**src/rtl/gpio_pkg.sv**
```systemverilog
package gpio_pkg;
  localparam int ADDR_W = 9;
  localparam int DATA_W = 32;

  localparam logic [ADDR_W-1:0] A_DAT0 = 9'h000;
  localparam logic [ADDR_W-1:0] A_DIR0 = 9'h004;
  localparam logic [ADDR_W-1:0] A_DAT1 = 9'h008;
  localparam logic [ADDR_W-1:0] A_DIR1 = 9'h00C;
  localparam logic [ADDR_W-1:0] A_GIE  = 9'h11C;
  localparam logic [ADDR_W-1:0] A_STS  = 9'h120;
  localparam logic [ADDR_W-1:0] A_IEN  = 9'h128;

  localparam int GIE_BIT = 31;
  localparam int NCH     = 2;

  typedef enum logic [2:0] {
    SEL_NONE, SEL_DAT0, SEL_DIR0, SEL_DAT1, SEL_DIR1, SEL_GIE, SEL_STS, SEL_IEN
  } reg_sel_e;
endpackage

```
**src/rtl/gpio_rst_sync.sv**
```systemverilog
module gpio_rst_sync (
  input  logic clk,
  input  logic rst_n,
  output logic rst_n_sync
);
  logic st1_q, st2_q;

  always_ff @(posedge clk or negedge rst_n) begin
    if (!rst_n) begin
      st1_q <= 1'b0;
      st2_q <= 1'b0;
    end else begin
      st1_q <= 1'b1;
      st2_q <= st1_q;
    end
  end

  assign rst_n_sync = st2_q;
endmodule

```
**src/rtl/gpio_chan.sv**
```systemverilog
module gpio_chan #(
  parameter int          W    = 32,
  parameter logic [31:0] DOUT = 32'h0,
  parameter logic [31:0] TRI  = 32'hFFFF_FFFF
) (
  input  logic         clk,
  input  logic         rst_n,
  input  logic         dat_we,
  input  logic         dir_we,
  input  logic [W-1:0] wdata,
  input  logic [W-1:0] pin_in,
  output logic [W-1:0] pin_out,
  output logic [W-1:0] pin_oe,
  output logic [W-1:0] rd_data,
  output logic [W-1:0] rd_dir,
  output logic         chg
);
  localparam logic [W-1:0] DOUT_RST = DOUT[W-1:0];
  localparam logic [W-1:0] TRI_RST  = TRI[W-1:0];

  logic [W-1:0] dout_q, dout_d;
  logic [W-1:0] dir_q, dir_d;
  logic [W-1:0] s1_q, s2_q, prev_q;

  always_comb begin
    dout_d = dout_q;
    dir_d  = dir_q;
    if (dat_we) dout_d = wdata;
    if (dir_we) dir_d  = wdata;
  end

  always_ff @(posedge clk or negedge rst_n) begin
    if (!rst_n) begin
      dout_q <= DOUT_RST;
      dir_q  <= TRI_RST;
    end else begin
      dout_q <= dout_d;
      dir_q  <= dir_d;
    end
  end

  always_ff @(posedge clk or negedge rst_n) begin
    if (!rst_n) begin
      s1_q   <= '0;
      s2_q   <= '0;
      prev_q <= '0;
    end else begin
      s1_q   <= pin_in;
      s2_q   <= s1_q;
      prev_q <= s2_q;
    end
  end

  assign pin_out = dout_q;
  assign pin_oe  = ~dir_q;
  assign rd_dir  = dir_q;
  assign rd_data = (s2_q & dir_q) | (dout_q & ~dir_q);
  assign chg     = |((s2_q ^ prev_q) & dir_q);


  dir_wr_chk: assert property (@(posedge clk) disable iff (!rst_n)
    dir_we |=> (pin_oe == ~$past(wdata)));


  dat_wr_chk: assert property (@(posedge clk) disable iff (!rst_n)
    dat_we |=> (pin_out == $past(wdata)));
endmodule

```
**src/rtl/gpio_irq.sv**
```systemverilog
module gpio_irq #(
  parameter int N = 2
) (
  input  logic         clk,
  input  logic         rst_n,
  input  logic         gie_we,
  input  logic         ien_we,
  input  logic         sts_we,
  input  logic         gie_wbit,
  input  logic [N-1:0] wbits,
  input  logic [N-1:0] chg,
  output logic         gie,
  output logic [N-1:0] ien,
  output logic [N-1:0] sts,
  output logic         irq
);
  logic         gie_q, gie_d;
  logic [N-1:0] ien_q, ien_d;
  logic [N-1:0] sts_q, sts_d;
  logic [N-1:0] clr;

  always_comb begin
    gie_d = gie_q;
    ien_d = ien_q;
    clr   = sts_we ? wbits : '0;
    if (gie_we) gie_d = gie_wbit;
    if (ien_we) ien_d = wbits;
    sts_d = (sts_q & ~clr) | chg;
  end

  always_ff @(posedge clk or negedge rst_n) begin
    if (!rst_n) begin
      gie_q <= 1'b0;
      ien_q <= '0;
      sts_q <= '0;
    end else begin
      gie_q <= gie_d;
      ien_q <= ien_d;
      sts_q <= sts_d;
    end
  end

  assign gie = gie_q;
  assign ien = ien_q;
  assign sts = sts_q;
  assign irq = gie_q & |(sts_q & ien_q);

  for (genvar c = 0; c < N; c++) begin : g_chk

    sts_hold_chk: assert property (@(posedge clk) disable iff (!rst_n)
      (sts_q[c] && !(sts_we && wbits[c])) |=> sts_q[c]);

    sts_clear_chk: assert property (@(posedge clk) disable iff (!rst_n)
      (sts_we && wbits[c] && !chg[c]) |=> !sts_q[c]);

    sts_set_chk: assert property (@(posedge clk) disable iff (!rst_n)
      chg[c] |=> sts_q[c]);
  end


  irq_gate_chk: assert property (@(posedge clk) disable iff (!rst_n)
    (gie_we && !gie_wbit) |=> !irq);
endmodule

```
**src/rtl/gpio_dual_ctrl.sv**
```systemverilog
module gpio_dual_ctrl
  import gpio_pkg::*;
#(
  parameter bit          DUAL  = 1'b1,
  parameter int          W0    = 32,
  parameter int          W1    = 32,
  parameter logic [31:0] DOUT0 = 32'h0,
  parameter logic [31:0] DOUT1 = 32'h0,
  parameter logic [31:0] TRI0  = 32'hFFFF_FFFF,
  parameter logic [31:0] TRI1  = 32'hFFFF_FFFF
) (
  input  logic              clk,
  input  logic              rst_n,
  input  logic              bus_en,
  input  logic              bus_we,
  input  logic [ADDR_W-1:0] bus_addr,
  input  logic [DATA_W-1:0] bus_wdata,
  output logic [DATA_W-1:0] bus_rdata,
  input  logic [W0-1:0]     pin_in0,
  output logic [W0-1:0]     pin_out0,
  output logic [W0-1:0]     pin_oe0,
  input  logic [W1-1:0]     pin_in1,
  output logic [W1-1:0]     pin_out1,
  output logic [W1-1:0]     pin_oe1,
  output logic              irq
);
  logic     rst_ni;
  reg_sel_e sel;
  logic     wr;

  logic [W0-1:0] rd_dat0, rd_dir0;
  logic [W1-1:0] rd_dat1, rd_dir1;
  logic [NCH-1:0] chg;
  logic           gie;
  logic [NCH-1:0] ien, sts;

  gpio_rst_sync u_rst (.clk(clk), .rst_n(rst_n), .rst_n_sync(rst_ni));

  always_comb begin
    unique case (bus_addr)
      A_DAT0:  sel = SEL_DAT0;
      A_DIR0:  sel = SEL_DIR0;
      A_DAT1:  sel = DUAL ? SEL_DAT1 : SEL_NONE;
      A_DIR1:  sel = DUAL ? SEL_DIR1 : SEL_NONE;
      A_GIE:   sel = SEL_GIE;
      A_STS:   sel = SEL_STS;
      A_IEN:   sel = SEL_IEN;
      default: sel = SEL_NONE;
    endcase
  end

  assign wr = bus_en & bus_we;

  gpio_chan #(.W(W0), .DOUT(DOUT0), .TRI(TRI0)) u_ch0 (
    .clk(clk), .rst_n(rst_ni),
    .dat_we(wr && sel == SEL_DAT0), .dir_we(wr && sel == SEL_DIR0),
    .wdata(bus_wdata[W0-1:0]), .pin_in(pin_in0),
    .pin_out(pin_out0), .pin_oe(pin_oe0),
    .rd_data(rd_dat0), .rd_dir(rd_dir0), .chg(chg[0])
  );

  if (DUAL) begin : g_ch1
    gpio_chan #(.W(W1), .DOUT(DOUT1), .TRI(TRI1)) u_ch1 (
      .clk(clk), .rst_n(rst_ni),
      .dat_we(wr && sel == SEL_DAT1), .dir_we(wr && sel == SEL_DIR1),
      .wdata(bus_wdata[W1-1:0]), .pin_in(pin_in1),
      .pin_out(pin_out1), .pin_oe(pin_oe1),
      .rd_data(rd_dat1), .rd_dir(rd_dir1), .chg(chg[1])
    );
  end else begin : g_no_ch1
    assign pin_out1 = '0;
    assign pin_oe1  = '0;
    assign rd_dat1  = '0;
    assign rd_dir1  = '0;
    assign chg[1]   = 1'b0;
  end

  gpio_irq #(.N(NCH)) u_irq (
    .clk(clk), .rst_n(rst_ni),
    .gie_we(wr && sel == SEL_GIE),
    .ien_we(wr && sel == SEL_IEN),
    .sts_we(wr && sel == SEL_STS),
    .gie_wbit(bus_wdata[GIE_BIT]),
    .wbits(bus_wdata[NCH-1:0]),
    .chg(chg),
    .gie(gie), .ien(ien), .sts(sts), .irq(irq)
  );

  always_comb begin
    bus_rdata = '0;
    unique case (sel)
      SEL_DAT0: bus_rdata = 32'(rd_dat0);
      SEL_DIR0: bus_rdata = 32'(rd_dir0);
      SEL_DAT1: bus_rdata = 32'(rd_dat1);
      SEL_DIR1: bus_rdata = 32'(rd_dir1);
      SEL_GIE:  bus_rdata[GIE_BIT] = gie;
      SEL_STS:  bus_rdata[NCH-1:0] = sts;
      SEL_IEN:  bus_rdata[NCH-1:0] = ien;
      default:  bus_rdata = '0;
    endcase
  end


  unmapped_zero_chk: assert property (@(posedge clk) disable iff (!rst_ni)
    (bus_addr[1:0] != 2'b00) |-> (bus_rdata == '0));


  upper_zero_chk: assert property (@(posedge clk) disable iff (!rst_ni)
    (bus_addr == A_DAT1) |-> ((bus_rdata >> W1) == '0));


  gie_bits_chk: assert property (@(posedge clk) disable iff (!rst_ni)
    (bus_addr == A_GIE) |-> (bus_rdata[GIE_BIT-1:0] == '0));
endmodule

```
**config.mk**
```make
export PLATFORM = sky130hd
export DESIGN_NAME = gpio_dual_ctrl
export DESIGN_NICKNAME = d
export VERILOG_FILES = /design/src/rtl/gpio_pkg.sv /design/src/rtl/gpio_rst_sync.sv /design/src/rtl/gpio_chan.sv /design/src/rtl/gpio_irq.sv /design/src/rtl/gpio_dual_ctrl.sv
export SDC_FILE = /design/constraint.sdc
export NUM_CORES = 1
export LEC_CHECK = 0
export BUFFER_PORTS_ARGS = -buffer_cell sky130_fd_sc_hd__buf_2
export CORE_ASPECT_RATIO = 0.7
export CORE_MARGIN = 2
export CORE_UTILIZATION = 59
export DETAILED_ROUTE_END_ITERATION = 12
export GPL_ROUTABILITY_DRIVEN = 1
export PLACE_DENSITY = 0.85
export SLEW_MARGIN = 25
export SYNTH_ARGS = -nofsm -noshare
export SYNTH_HDL_FRONTEND = slang
export SYNTH_SLANG_ARGS = --single-unit
```
**constraint.sdc**
```tcl
create_clock -name clk -period 16.9 [get_ports clk]
set_clock_uncertainty 0.1 [all_clocks]
set_input_delay 1.69 -clock clk [delete_from_list [all_inputs] [get_ports clk]]
set_output_delay 1.69 -clock clk [all_outputs]
set_load 0.1 [all_outputs]
```
## Word-level counts from Yosys, hierarchy flattened

Cells that the tools add are included.

- Bits in registers: 327
- Bits in read-only memories: 0
- Memories kept: 0
- Latch bits: 0
- Bits in writable memories: 0

- Equality and inequality tests: 13
- Bitwise logic cells: 18
- Shifts and indexed selects: 0
- Add/subtract/negate cells: 0
- Reductions and logical operators: 11
- $lt $le $gt $ge: 0
- Divide/modulo/power cells: 0
- Muxes and demuxes: 5
- Multipliers: 0

Operator list:

| kind | number |
|---|---|
| $and A32 B32 Y32 | 6 |
| $pmux W29 S4 | 1 |
| $not A32 Y32 | 2 |
| $or A32 B32 Y32 | 2 |
| $reduce_or A32 Y1 | 2 |
| $xor A32 B32 Y32 | 2 |
| $eq A9 B9 Y1 const B | 3 |
| $pmux W3 S7 | 1 |
| $eq A9 B4 Y1 const B | 2 |
| $eq A3 B3 Y1 const B | 4 |
| $pmux W2 S6 | 1 |
| $eq A9 B3 Y1 const B | 1 |
| $logic_not A9 Y1 | 1 |
| $logic_and A1 B1 Y1 | 7 |
| $eq A3 B2 Y1 const B | 2 |
| $pmux W1 S5 | 1 |
| $and A2 B2 Y2 | 2 |
| $eq A3 B1 Y1 const B | 1 |
| $and A1 B1 Y1 | 2 |
| $mux W2 | 1 |
| $not A2 Y2 | 1 |
| $or A2 B2 Y2 | 1 |
| $reduce_or A2 Y1 | 1 |

## Depth between registers and ports, before layout

- Depth after elaboration: 8
- Gate-level depth with buffers: 7
- Gate-level depth less buffers: 5

## By module

A second synthesis with hierarchy kept.

- Cells, all modules: 933
- Area total of the unflattened synthesis: 12590.8 µm²

Modules (own cells, without submodules):

| module | area an instance (µm²) | sequential area each (µm²) | cells each | times used |
|---|---|---|---|---|
| gpio_chan | 5646.7 | 4043.9 | 384 | 2 |
| gpio_dual_ctrl | 1037.2 | 0.0 | 148 | 1 |
| gpio_irq | 206.4 | 125.1 | 14 | 1 |
| gpio_rst_sync | 53.8 | 50.0 | 3 | 1 |

## Least setup slack after synthesis

Ideal clock, no wire load.

- Kind: in2out
- Start point: input bus_addr[7]
- End point: output bus_rdata[11]
- Setup slack: 10.813 ns
- Data required time: 15.110 ns
- Stages: 7
- Arrival: 4.297 ns
- Path through: nor4_2 -> and2b_1 -> buf_6 -> nand4b_4 -> buf_2 -> buf_2 -> o22ai_1

- Cells in the longest elaborated chain, start to end: 4
- Elaborated cells between the ends (all ways): 13
- Classes of those cells: eq/ne (10); mux (2); reduce/logical (1)

Ends and longest elaborated chain:

| item | line | text |
|---|---|---|
| start: declaration | gpio_dual_ctrl.sv:16 | `input logic [ADDR_W-1:0] bus_addr,` |
| $eq A9 B9 Y1 (tied with other cells) | gpio_dual_ctrl.sv:40 | `unique case (bus_addr)` |
| $pmux W3 S7 (*) | gpio_dual_ctrl.sv:40 |  |
| $eq A3 B3 Y1 (tied with other cells) | gpio_dual_ctrl.sv:91 | `unique case (sel)` |
| $pmux W29 S4 (*) | gpio_dual_ctrl.sv:91 |  |
| end: declaration | gpio_dual_ctrl.sv:18 | `output logic [DATA_W-1:0] bus_rdata,` |

Mark *: on every way between the ends. The rest lies on a longest branch, timed or not.

## Worst setup path in the final report

- Start point: input bus_addr[7]
- End point: output bus_rdata[21]

Same word-level chain as after synthesis.

==> run_results.csv <==
group,metric,value,unit
grt,grt_pass1_wl,50.97,mm
clocking,cts_sinks,327,
yosys,synth_cells,965,
min_path,hold_path.class,"reg2async",
drt,drt_first_pass_iters,5,
pwr,ir_drop,0.06914,mV
flow_run,maxCapViolations,0,
pwr,power,1.612,mW
setup_path,reg2reg_from,"u_rst.rst_n_sync",
clocking,htree_levels,1,
grt,antenna_found_initial,6,
pwr,clockPowerShare,41.0,%
timing,min_period,6066,ps
timing,rsz0062_at_grt,"false",
clocking,ctsHoldBuffers,0,
grt,overflow,0,
status,outcome,"complete, no violations",
drt,remaining_drc_errors,0,
timing,period_share,35.89,%
timing,tns,0,ps
pwr,p_per_area,104.2,mW/mm2
yosys,synth_top_area_share,50.92,%
yosys,yosysMostFrequentCell,"dfrtp_1",
setup_path,critPathLaunchType,"input port",
yosys,ys_types,38,
yosys,yosys.area_share.adder,0,%
floorplan,die_area,0.02313,mm2
timing,setup_viol,0,
drt,vias_per_cell,5.659,
setup_path,cp-end-kind,"output pin",
drt,vias,8732,
clocking,clkTransAtPathRegs,70,ps
yosys,ys_ff_latch,327,
finish,stdcell_area,0.01546,mm2
floorplan,die_w,180.9,um
clocking,clock_latency,540,ps
finish,nets,1344,
clocking,numCtsBuffers,29,
setup_path,worstSetupPathType,"in2out",
setup_path,regToRegSetupSlack,14860,ps
pwr,intPower,1.226,mW
yosys,synth_compound_area_share,8.035,%
pwr,power_frac_seq,51.8,%
yosys,async_flop_share,100.0,%
drt,routed_wl,33.24,mm
yosys,synthXorXnorAreaFrac,4.337,%
yosys,synth-simple-area-share,5.305,%
timing,slew_violations,0,
yosys,syn-num-nets,1074,
yosys,synth_common_cells,"263 x dfrtp_1, 68 x inv_1, 65 x nor2_1",
yosys,ys.flop_type,"dfrtp_1",
placement,portBuffers,269,
setup_path,r2r_cells,2,
floorplan,core,0.02156,mm2
clocking,clockBufferDepth,3,
timing,hold_violations,0,
floorplan,rows,45,
placement,gp_congestion,0.9148,
timing,slew_headroom,33.96,%
yosys,synthesis.area,0.01292,mm2
floorplan,start_util,59.94,%
drt,drtIter0Drc,622,
timing,fmax,0.1649,GHz
finish,utilization,71.71,%
placement,postPlaceCellArea,0.01444,mm2
yosys,synth_top_family_by_area,"multiplexers",
yosys,synth.avg_cell_area,13.39,um2
placement,hpwlAfterDp,22.60,mm
grt,grt_max_degree,85,
setup_path,worst_ep_arrival_time,4280,ps
yosys,yosysSeqAreaShare,63.93,%
yosys,yosysTopAreaCell,"dfrtp_1",
drt,wire_per_inst,21.54,um
pwr,switchingPower,385.4,uW
yosys,synth-edff-count,0,
floorplan,die_h,127.8,um
finish,drive_gt1_share,39.90,%
grt,grt_pass1_vias,8794,
setup_path,crit_required,15110,ps
clocking,cts_setup_buffers,0,
grt,grt_usage,28.88,%
timing,tightest_slew,990.5,ps
clocking,cts_root_buf,"clkbuf_16",
pwr,power.leakage,7.040,nW
yosys,yosysWarnings,0,
setup_path,worstReg2RegEnd,"u_ch0.pin_out[31]",
yosys,synth_area_leaders,"dfrtp_1 51%, dfstp_2 13%, mux2_4 5.8%",
finish,fill_cells,1479,
pwr,combPwrFrac,7.2,%
yosys,muxShareOfSynthArea,14.57,%
drt,drtAntennaViolNets,0,
pwr,switching_share,23.91,%
clocking,post_cts_resize_count,0,
setup_path,cp_max_fo,30,
clocking,cts_tree,"built",
floorplan,io_pins,270,
finish,synthToLayoutAreaGrowth,19.65,%
==> through the flow <==
| stage | instances | hold slack [ps] | setup WS (ps) |
|---|---|---|---|
| 2_1_floorplan | 965 | 231.2 | 7124 |
| 3_3_place_gp | 1484 | 231.1 | 11010 |
| 3_5_place_dp | 1484 | 234.7 | 10910 |
| 4_1_cts | 1538 | 248.8 | 10880 |
| 5_1_grt | 1541 | 151.4 | 10730 |
| 6_report | 1543 | 124.1 | 10830 |
==> worst max path at each step <==
stage	start	to
2_1_floorplan	u_rst.rst_n_sync	g_ch1.u_ch1.pin_out[0]
3_3_place_gp	bus_addr[7]	bus_rdata[31]
3_5_place_dp	bus_addr[7]	bus_rdata[3]
4_1_cts	bus_addr[7]	bus_rdata[21]
5_1_grt	bus_addr[7]	bus_rdata[21]
6_report	bus_addr[7]	bus_rdata[21]
==> final cells by class <==
| cell class | instances | area, um2 | area share (%) |
|---|---|---|---|
| inverter | 68 | 255.2 | 1.650 |
| multi-input combinational | 532 | 4172 | 26.97 |
| tap | 282 | 352.8 | 2.282 |
| timing repair buffer | 277 | 1453 | 9.393 |
| antenna | 3 | 7.507 | 0.04854 |
| clock inverter | 10 | 106.4 | 0.6877 |
| sequential | 327 | 8267 | 53.45 |
| clock buffer | 44 | 852.1 | 5.510 |
==> per-layer routing <==
metal | GRT usage (%) | routed length [um] | vias to the layer above
li1 | - | - | 3865
met1 | 41.30 | 14290 | 4436
met2 | 44.37 | 15260 | 372
met3 | 7.898 | 3021 | 55
met4 | 7.590 | 643 | 4
met5 | 0 | 25 | -
==> cells in the final DEF, fill, tap and decap left out, types with 2 or more instances in the layout <==
cell       instances
clkbuf_16         29
a22oi_1           30
diode_2            3
nor2_1            65
dfrtp_1          262
a221oi_1           4
mux2_4            50
xor2_1             8
nand2_1           48
nand4b_1           2
nand3_1            5
clkbuf_8           7
mux2_2            56
inv_1             68
o21ai_0           46
dfstp_2           64
mux2i_1           31
xnor2_1           56
bufinv_16          2
a21oi_1           33
clkbuf_1           8
nor4_1             6
o22ai_1           60
mux2_1            17
buf_6              3
buf_2            268
and3_1             2
clkinv_2           6
buf_4              4
==> power by group through the flow <==
stage | clock, mW | combinational (mW) | sequential [mW]
6_report | 0.661 | 0.116 | 0.835
5_1_grt | 0.704 | 0.125 | 0.838
4_1_cts | 0.667 | 0.113 | 0.837
3_5_place_dp | 0 | 0.113 | 0.851
3_3_place_gp | 0 | 0.111 | 0.849
2_1_floorplan | 0 | 0.0533 | 0.868
==> cell families after synthesis <==
group	count (synthesis)
flops	327
xor+xnor	64
simple gates	139
mux	154
compound gates	174
other cells	1
buf+inv	106
==> critical path, stage by stage <==
cell	delay [ps]
buf_2	100
nor4_2	430
and2b_1	450
nand4b_4	660
o22ai_1	430
buf_2	490
No activity file was read; power rests on OpenSTA's default activity.
